## config.mk

```make
export PLATFORM = sky130hd
export DESIGN_NAME = chg_guard
export DESIGN_NICKNAME = d
export VERILOG_FILES = /design/src/rtl/cg_pkg.sv /design/src/rtl/cg_delay.sv /design/src/rtl/cg_ochg.sv /design/src/rtl/cg_xchg.sv /design/src/rtl/chg_guard.sv
export SDC_FILE = /design/constraint.sdc
export NUM_CORES = 1
export LEC_CHECK = 0
export ABC_AREA = 1
export BUFFER_PORTS_ARGS = -buffer_cell sky130_fd_sc_hd__buf_4
export CELL_PAD_IN_SITES_DETAIL_PLACEMENT = 1
export CELL_PAD_IN_SITES_GLOBAL_PLACEMENT = 1
export CORE_ASPECT_RATIO = 0.7
export CORE_MARGIN = 2
export CORE_UTILIZATION = 40
export CTS_CLUSTER_DIAMETER = 60
export CTS_CLUSTER_SIZE = 40
export DETAILED_ROUTE_END_ITERATION = 7
export PLACE_DENSITY_LB_ADDON = 0.2
export SYNTH_ARGS = -nofsm -noshare
export SYNTH_HDL_FRONTEND = slang
export SYNTH_SLANG_ARGS = --single-unit
export TNS_END_PERCENT = 10
```

## constraint.sdc

```tcl
create_clock -name clk -period 2.1 [get_ports clk]
set_input_delay 0.21 -clock clk [delete_from_list [all_inputs] [get_ports clk]]
set_output_delay 0.21 -clock clk [all_outputs]
set_load 0.05 [all_outputs]
```

## src/rtl/cg_pkg.sv

```systemverilog
package cg_pkg;

  typedef enum logic {
    GUARD_OPEN = 1'b0,
    GUARD_TRIP = 1'b1
  } trip_e;

  function automatic int unsigned short_dly(int unsigned base, int unsigned sh);
    int unsigned v;
    v = base >> sh;
    return (v == 0) ? 1 : v;
  endfunction

endpackage

```

## src/rtl/cg_delay.sv

```systemverilog
module cg_delay #(
  parameter int unsigned W = 8
) (
  input  logic         clk,
  input  logic         rst_n,
  input  logic         run,
  input  logic [W-1:0] lim,
  output logic         done
);

  logic [W-1:0] cnt_q, cnt_d;

  // lim is at least 1; >= covers a limit that shrinks mid-count
  assign done = run && (cnt_q >= (lim - W'(1)));

  always_comb begin
    cnt_d = cnt_q;
    if (!run || done) cnt_d = '0;
    else              cnt_d = cnt_q + W'(1);
  end

  always_ff @(posedge clk or negedge rst_n) begin
    if (!rst_n) cnt_q <= '0;
    else        cnt_q <= cnt_d;
  end

  // a dropped qualifying condition leaves the count at zero
  p_restart_r3: assert property (@(posedge clk) disable iff (!rst_n)
    !run |=> (cnt_q == '0));

endmodule

```

## src/rtl/cg_ochg.sv

```systemverilog
module cg_ochg
  import cg_pkg::*;
#(
  parameter int unsigned DET_CYC = 40,
  parameter int unsigned REL_CYC = 16,
  parameter int unsigned SHIFT   = 2,
  parameter int unsigned W       = 6
) (
  input  logic clk,
  input  logic rst_n,
  input  logic ov_a,
  input  logic ov_b,
  input  logic rel_lo_a,
  input  logic rel_lo_b,
  input  logic rel_hi_a,
  input  logic rel_hi_b,
  input  logic load_on,
  input  logic fast_mode,
  output logic tripped
);

  localparam logic [W-1:0] DET_FULL  = W'(DET_CYC);
  localparam logic [W-1:0] REL_FULL  = W'(REL_CYC);
  localparam logic [W-1:0] DET_SHORT = W'(short_dly(DET_CYC, SHIFT));
  localparam logic [W-1:0] REL_SHORT = W'(short_dly(REL_CYC, SHIFT));

  trip_e        st_q, st_d;
  logic         any_ov, rel_ok, run, done;
  logic [W-1:0] lim;

  assign any_ov = ov_a | ov_b;
  assign rel_ok = load_on ? (rel_hi_a & rel_hi_b) : (rel_lo_a & rel_lo_b);

  always_comb begin
    if (st_q == GUARD_OPEN) begin
      run = any_ov;
      lim = fast_mode ? DET_SHORT : DET_FULL;
    end else begin
      run = rel_ok;
      lim = fast_mode ? REL_SHORT : REL_FULL;
    end
  end

  cg_delay #(.W(W)) u_dly (
    .clk  (clk),
    .rst_n(rst_n),
    .run  (run),
    .lim  (lim),
    .done (done)
  );

  always_comb begin
    st_d = st_q;
    if (done) st_d = (st_q == GUARD_OPEN) ? GUARD_TRIP : GUARD_OPEN;
  end

  always_ff @(posedge clk or negedge rst_n) begin
    if (!rst_n) st_q <= GUARD_OPEN;
    else        st_q <= st_d;
  end

  assign tripped = (st_q == GUARD_TRIP);

  p_trip_cause_r2: assert property (@(posedge clk) disable iff (!rst_n)
    $rose(tripped) |-> $past(ov_a | ov_b));

  // release only on the threshold picked by the load flag
  p_release_cause_r4: assert property (@(posedge clk) disable iff (!rst_n)
    $fell(tripped) |-> $past(load_on ? (rel_hi_a & rel_hi_b) : (rel_lo_a & rel_lo_b)));

endmodule

```

## src/rtl/cg_xchg.sv

```systemverilog
module cg_xchg
  import cg_pkg::*;
#(
  parameter int unsigned DET_CYC = 8,
  parameter int unsigned REL_CYC = 8,
  parameter int unsigned SHIFT   = 2,
  parameter int unsigned W       = 6
) (
  input  logic clk,
  input  logic rst_n,
  input  logic xchg,
  input  logic dis_en,
  input  logic fast_mode,
  output logic tripped
);

  localparam logic [W-1:0] DET_FULL  = W'(DET_CYC);
  localparam logic [W-1:0] REL_FULL  = W'(REL_CYC);
  localparam logic [W-1:0] DET_SHORT = W'(short_dly(DET_CYC, SHIFT));
  localparam logic [W-1:0] REL_SHORT = W'(short_dly(REL_CYC, SHIFT));

  trip_e        st_q, st_d;
  logic         run, done;
  logic [W-1:0] lim;

  always_comb begin
    if (st_q == GUARD_OPEN) begin
      run = xchg & dis_en;
      lim = fast_mode ? DET_SHORT : DET_FULL;
    end else begin
      run = ~xchg;
      lim = fast_mode ? REL_SHORT : REL_FULL;
    end
  end

  cg_delay #(.W(W)) u_dly (
    .clk  (clk),
    .rst_n(rst_n),
    .run  (run),
    .lim  (lim),
    .done (done)
  );

  always_comb begin
    st_d = st_q;
    if (done) st_d = (st_q == GUARD_OPEN) ? GUARD_TRIP : GUARD_OPEN;
  end

  always_ff @(posedge clk or negedge rst_n) begin
    if (!rst_n) st_q <= GUARD_OPEN;
    else        st_q <= st_d;
  end

  assign tripped = (st_q == GUARD_TRIP);

  p_blocked_r8: assert property (@(posedge clk) disable iff (!rst_n)
    $rose(tripped) |-> $past(dis_en & xchg));

  p_clear_r7: assert property (@(posedge clk) disable iff (!rst_n)
    $fell(tripped) |-> $past(!xchg));

endmodule

```

## src/rtl/chg_guard.sv

```systemverilog
module chg_guard #(
  parameter int unsigned DET_OV_CYC = 40,
  parameter int unsigned REL_OV_CYC = 16,
  parameter int unsigned DET_X_CYC  = 8,
  parameter int unsigned REL_X_CYC  = 8,
  parameter int unsigned FAST_SHIFT = 2
) (
  input  logic clk,
  input  logic rst_n,
  input  logic ov_a,
  input  logic ov_b,
  input  logic rel_lo_a,
  input  logic rel_lo_b,
  input  logic rel_hi_a,
  input  logic rel_hi_b,
  input  logic load_on,
  input  logic xchg,
  input  logic zvc_en,
  input  logic dis_en,
  input  logic fast_mode,
  output logic chg_en
);

  localparam int unsigned OV_MAX = (DET_OV_CYC > REL_OV_CYC) ? DET_OV_CYC : REL_OV_CYC;
  localparam int unsigned X_MAX  = (DET_X_CYC > REL_X_CYC) ? DET_X_CYC : REL_X_CYC;
  localparam int unsigned OV_W   = $clog2(OV_MAX + 1);
  localparam int unsigned X_W    = $clog2(X_MAX + 1);

  logic ov_trip, x_trip;

  cg_ochg #(
    .DET_CYC(DET_OV_CYC),
    .REL_CYC(REL_OV_CYC),
    .SHIFT  (FAST_SHIFT),
    .W      (OV_W)
  ) u_ochg (
    .clk      (clk),
    .rst_n    (rst_n),
    .ov_a     (ov_a),
    .ov_b     (ov_b),
    .rel_lo_a (rel_lo_a),
    .rel_lo_b (rel_lo_b),
    .rel_hi_a (rel_hi_a),
    .rel_hi_b (rel_hi_b),
    .load_on  (load_on),
    .fast_mode(fast_mode),
    .tripped  (ov_trip)
  );

  cg_xchg #(
    .DET_CYC(DET_X_CYC),
    .REL_CYC(REL_X_CYC),
    .SHIFT  (FAST_SHIFT),
    .W      (X_W)
  ) u_xchg (
    .clk      (clk),
    .rst_n    (rst_n),
    .xchg     (xchg),
    .dis_en   (dis_en),
    .fast_mode(fast_mode),
    .tripped  (x_trip)
  );

  assign chg_en = zvc_en | ~(ov_trip | x_trip);

  // when overvoltage releases with the charger still excessive, no high pulse
  p_no_gap_r9: assert property (@(posedge clk) disable iff (!rst_n)
    ($fell(ov_trip) && $past(xchg) && $past(dis_en) && $past(x_trip) && !zvc_en) |-> !chg_en);

endmodule

```

==> out/results.txt <==
In the final routed layout, each cell accounts on average for 12.5 um. The congestion estimate from routability-driven global placement came to 0.785. In this run the vertical extent of the chip is 42.4 um. The clock passes through at most 2 buffers.

In this run the power spent charging and discharging nets is 399 uW. For the register area share after synthesis, the log shows 0.357. Buffers inserted during clock tree synthesis total 3. Each instance of the synthesized netlist takes up on average 8.42 um2. The via-per-instance ratio came out at 4.90. The area growth from synthesis to layout is 20.5%. The maximum number of pins on one net before global-route repair came out at 13.

Tracing the worst setup path back leads to its startpoint at u_ochg.tripped. The first global-routing pass estimated 3030 um of wire. The x dimension of the die is 58.8 um. The beginning of the worst hold path was xchg. The post-synthesis sequential element count was 12. The half-perimeter wire length after placement is 1480 um.

The internal power of the cells totals 565 uW. The initial antenna violation count is 0, and the synthesized cell area is 842 um2. The reg-to-reg startpoint was u_ochg.tripped. Counting I/O delays and the setup requirement, the final critical path takes 1800 ps. The combinational power share is 0.422, and the full die area is 2490 um2. Across the routed clock network, the largest skew measured is 5.91 ps.

In this run the worst hold path is classified as in2reg. Counting every net in the synthesized netlist gives 127. The total negative slack is 0 ps.

The logs give 14 for the number of top-level design ports and 0.000556 uW for the total leakage power. The tools report the final worst hold slack as 288 ps. Synthesis produced a netlist whose cell count is 100.

The worst setup path is captured at a flip-flop. Based on the critical path, the design can be clocked at up to 557 MHz. The global-route usage over all layers is 0.160.

The final count of pins violating max slew is 0. In the routed design, unresolved DRC markers number 2. The clock slew seen by the registers of the worst setup and hold paths came out at 80 ps.

The completed layout was analyzed and its total power is 964 uW. After the first detailed-routing iteration, the DRC count stood at 12. The sequential share of power was 0.385; the overall overflow remaining after global route was 0. Dividing total power by cell area gives a power density of 950 nW/um2. In this run the remaining antenna-violating nets after routing total 0. The tools report the H-tree depth as 1. The number of distinct standard cells referenced by the synthesized netlist is 17. TritonCTS built the clock tree. STA classifies the critical path startpoint as a flip-flop. Kind of critical path: reg2reg. Summed over all layers, the routed wires come to 1750 um. Across the VDD grid, the largest voltage drop is 0.497 mV. The routed layout has 686 vias.

Across the run, the number of max-cap violations was 0. Setup repair after global routing left no endpoint under its margin. For the proportion of power drawn by the clock network, the log shows 0.193. The final instance count without filler cells was 140; the first-pass iteration count of the detailed router was 6. The fraction of power spent switching nets was 0.414; the starting utilization of the core area was 0.439.

The worst slew slack as a fraction of its limit came out at 0.857. The number of antenna diodes in the final layout is 0. For the worst-skew pair, the clock arrives at the later sink with an insertion delay of 270 ps. The tree is rooted in a sky130_fd_sc_hd__clkbuf_4.

The tools report the via count of the first global-routing pass as 722. The flow ran to the end, but the final reports show violations. For the worst setup path, the data arrival time is 1990 ps. CTS saw 12 sinks.

The cell row count is 13, and the net count reported at finish is 146. The run gives 0 as the total of endpoints with negative setup slack in the final report. For the worst setup path, the data required time is 2300 ps. In this run the standard cell core region covers 1920 um2. The yosys synthesis warning count came out at 0.

The tools report the number of cells after detailed placement as 135. The fraction of final layout cells with drive strength greater than 1 works out to 0.229. In this run the tool buffered the top-level ports with 13 buffer cells. For the pin with the worst max-slew slack, the measured transition is 214 ps. The final reports fail on design-rule violations.

The utilization after layout is 0.529, and the highest net fanout along the worst path is 7. The fraction of the cycle the final worst path needs is 0.855. The final number of hold-violating endpoints is 0.
[metrics by stage]
step                      setup WS [ps]  instance area (um2)
after floorplan                     475                  842
after global placement              329                  967
after detailed placement            234                  967
after CTS                           209                 1010
after global routing               77.5                 1010
final                               305                 1010
[final timing paths]
path	cells after the start	slack (ps)	endpoint
min in group asynchronous	2	310	u_xchg.u_dly.cnt_q[0]
max in group asynchronous	2	1620	u_ochg.tripped
max reg2reg	10	300	u_ochg.u_dly.cnt_q[0]
max	10	300	u_ochg.u_dly.cnt_q[0]
min reg2reg	1	490	u_xchg.u_dly.cnt_q[0]
min	4	290	u_xchg.u_dly.cnt_q[1]
[synthesized netlist by cell type]
master | number | area, um2
sky130_fd_sc_hd__xnor2_1 | 3 | 26.3
sky130_fd_sc_hd__and2_1 | 1 | 6.26
sky130_fd_sc_hd__o21ai_2 | 2 | 17.5
sky130_fd_sc_hd__o21bai_1 | 1 | 7.51
sky130_fd_sc_hd__dfrtp_1 | 12 | 300
sky130_fd_sc_hd__a21oi_1 | 1 | 5.00
sky130_fd_sc_hd__nand3_1 | 9 | 45.0
sky130_fd_sc_hd__nand2_2 | 1 | 6.26
sky130_fd_sc_hd__nand3_2 | 3 | 30.0
sky130_fd_sc_hd__xor2_1 | 4 | 35.0
sky130_fd_sc_hd__nor2_1 | 12 | 45.0
sky130_fd_sc_hd__o21ai_1 | 1 | 5.00
sky130_fd_sc_hd__inv_1 | 12 | 45.0
sky130_fd_sc_hd__ha_1 | 14 | 175
sky130_fd_sc_hd__inv_2 | 2 | 7.51
sky130_fd_sc_hd__nand2_1 | 21 | 78.8
sky130_fd_sc_hd__nor2_2 | 1 | 6.26
[area by class of cell]
class | instances | area, um2
Tap cell | 22 | 27.5
Inverter | 14 | 52.6
Clock buffer | 4 | 36.3
Timing Repair Buffer | 14 | 108
Sequential cell | 12 | 302
Fill cell | 248 | 905
Multi-Input combinational cell | 74 | 489
[worst max-delay path, cell delays in order (launching register included)]
cell and delay, ps:
sky130_fd_sc_hd__dfrtp_2 430, sky130_fd_sc_hd__inv_2 70, sky130_fd_sc_hd__ha_1 280, sky130_fd_sc_hd__inv_1 40
sky130_fd_sc_hd__ha_1 280, sky130_fd_sc_hd__nand2_1 80, sky130_fd_sc_hd__nand2_1 50, sky130_fd_sc_hd__nand2_1 60
sky130_fd_sc_hd__and2_1 130, sky130_fd_sc_hd__nand3_2 150, sky130_fd_sc_hd__nor2_1 130
[layout by cell type, fill, tap and decap left out, types with 2 or more instances in the layout]
cell and count:
sky130_fd_sc_hd__buf_4 13, sky130_fd_sc_hd__nand3_2 3, sky130_fd_sc_hd__dfrtp_1 11, sky130_fd_sc_hd__clkbuf_4 3
sky130_fd_sc_hd__xor2_1 4, sky130_fd_sc_hd__nor2_1 12, sky130_fd_sc_hd__nand3_1 9, sky130_fd_sc_hd__nand2_1 21
sky130_fd_sc_hd__ha_1 14, sky130_fd_sc_hd__inv_1 12, sky130_fd_sc_hd__inv_2 2, sky130_fd_sc_hd__o21ai_2 2
sky130_fd_sc_hd__xnor2_1 3
[flip-flops by register name, indices dropped and copies added, names as in the netlist]
| register | flops |
|---|---|
| u_xchg.tripped | 1 |
| u_xchg.u_dly.cnt_q | 4 |
| u_ochg.tripped | 1 |
| u_ochg.u_dly.cnt_q | 6 |
[per-layer routing]
layer | routed length, um | GRT usage | up-vias | part of all wire
li1 | - | - | 352 | -
met1 | 874 | 0.217 | 324 | 0.50
met2 | 804 | 0.256 | 8 | 0.46
met3 | 57 | 0.0185 | 2 | 0.033
met4 | 12 | 0.0682 | 0 | 0.0069
met5 | 0 | 0 | - | 0
[power by group through the flow]
| stage | registers [uW] | logic, uW | clock network (uW) |
|---|---|---|---|
| after floorplan | 356 | 305 | 0 |
| after global placement | 369 | 385 | 0 |
| after detailed placement | 374 | 416 | 0 |
| after CTS | 370 | 419 | 197 |
| after global routing | 382 | 486 | 202 |
| final | 371 | 406 | 186 |
[what timing repair did]
| item | CTS | global route |
|---|---|---|
| setup endpoints to repair | 0 | 1 |
| gates resized for setup | 0 | 1 |
| setup buffers | 0 | 0 |
| endpoints found under the hold margin | 12 | 0 |
| hold buffers | 1 | 0 |
[cell families (layout without fill, tap and decap cells)]
group	count (synthesis)	after routing	share of synthesized area
flip-flops	12	12	0.357
adder cells (fa/ha/maj)	14	14	0.208
AO/OA/AOI/OAI	5	5	0.0416
XOR/XNOR	7	7	0.0728
AND/OR/NAND/NOR	48	48	0.259
buffers and inverters	14	32	0.0624
Power figures use the tool's default switching activity.
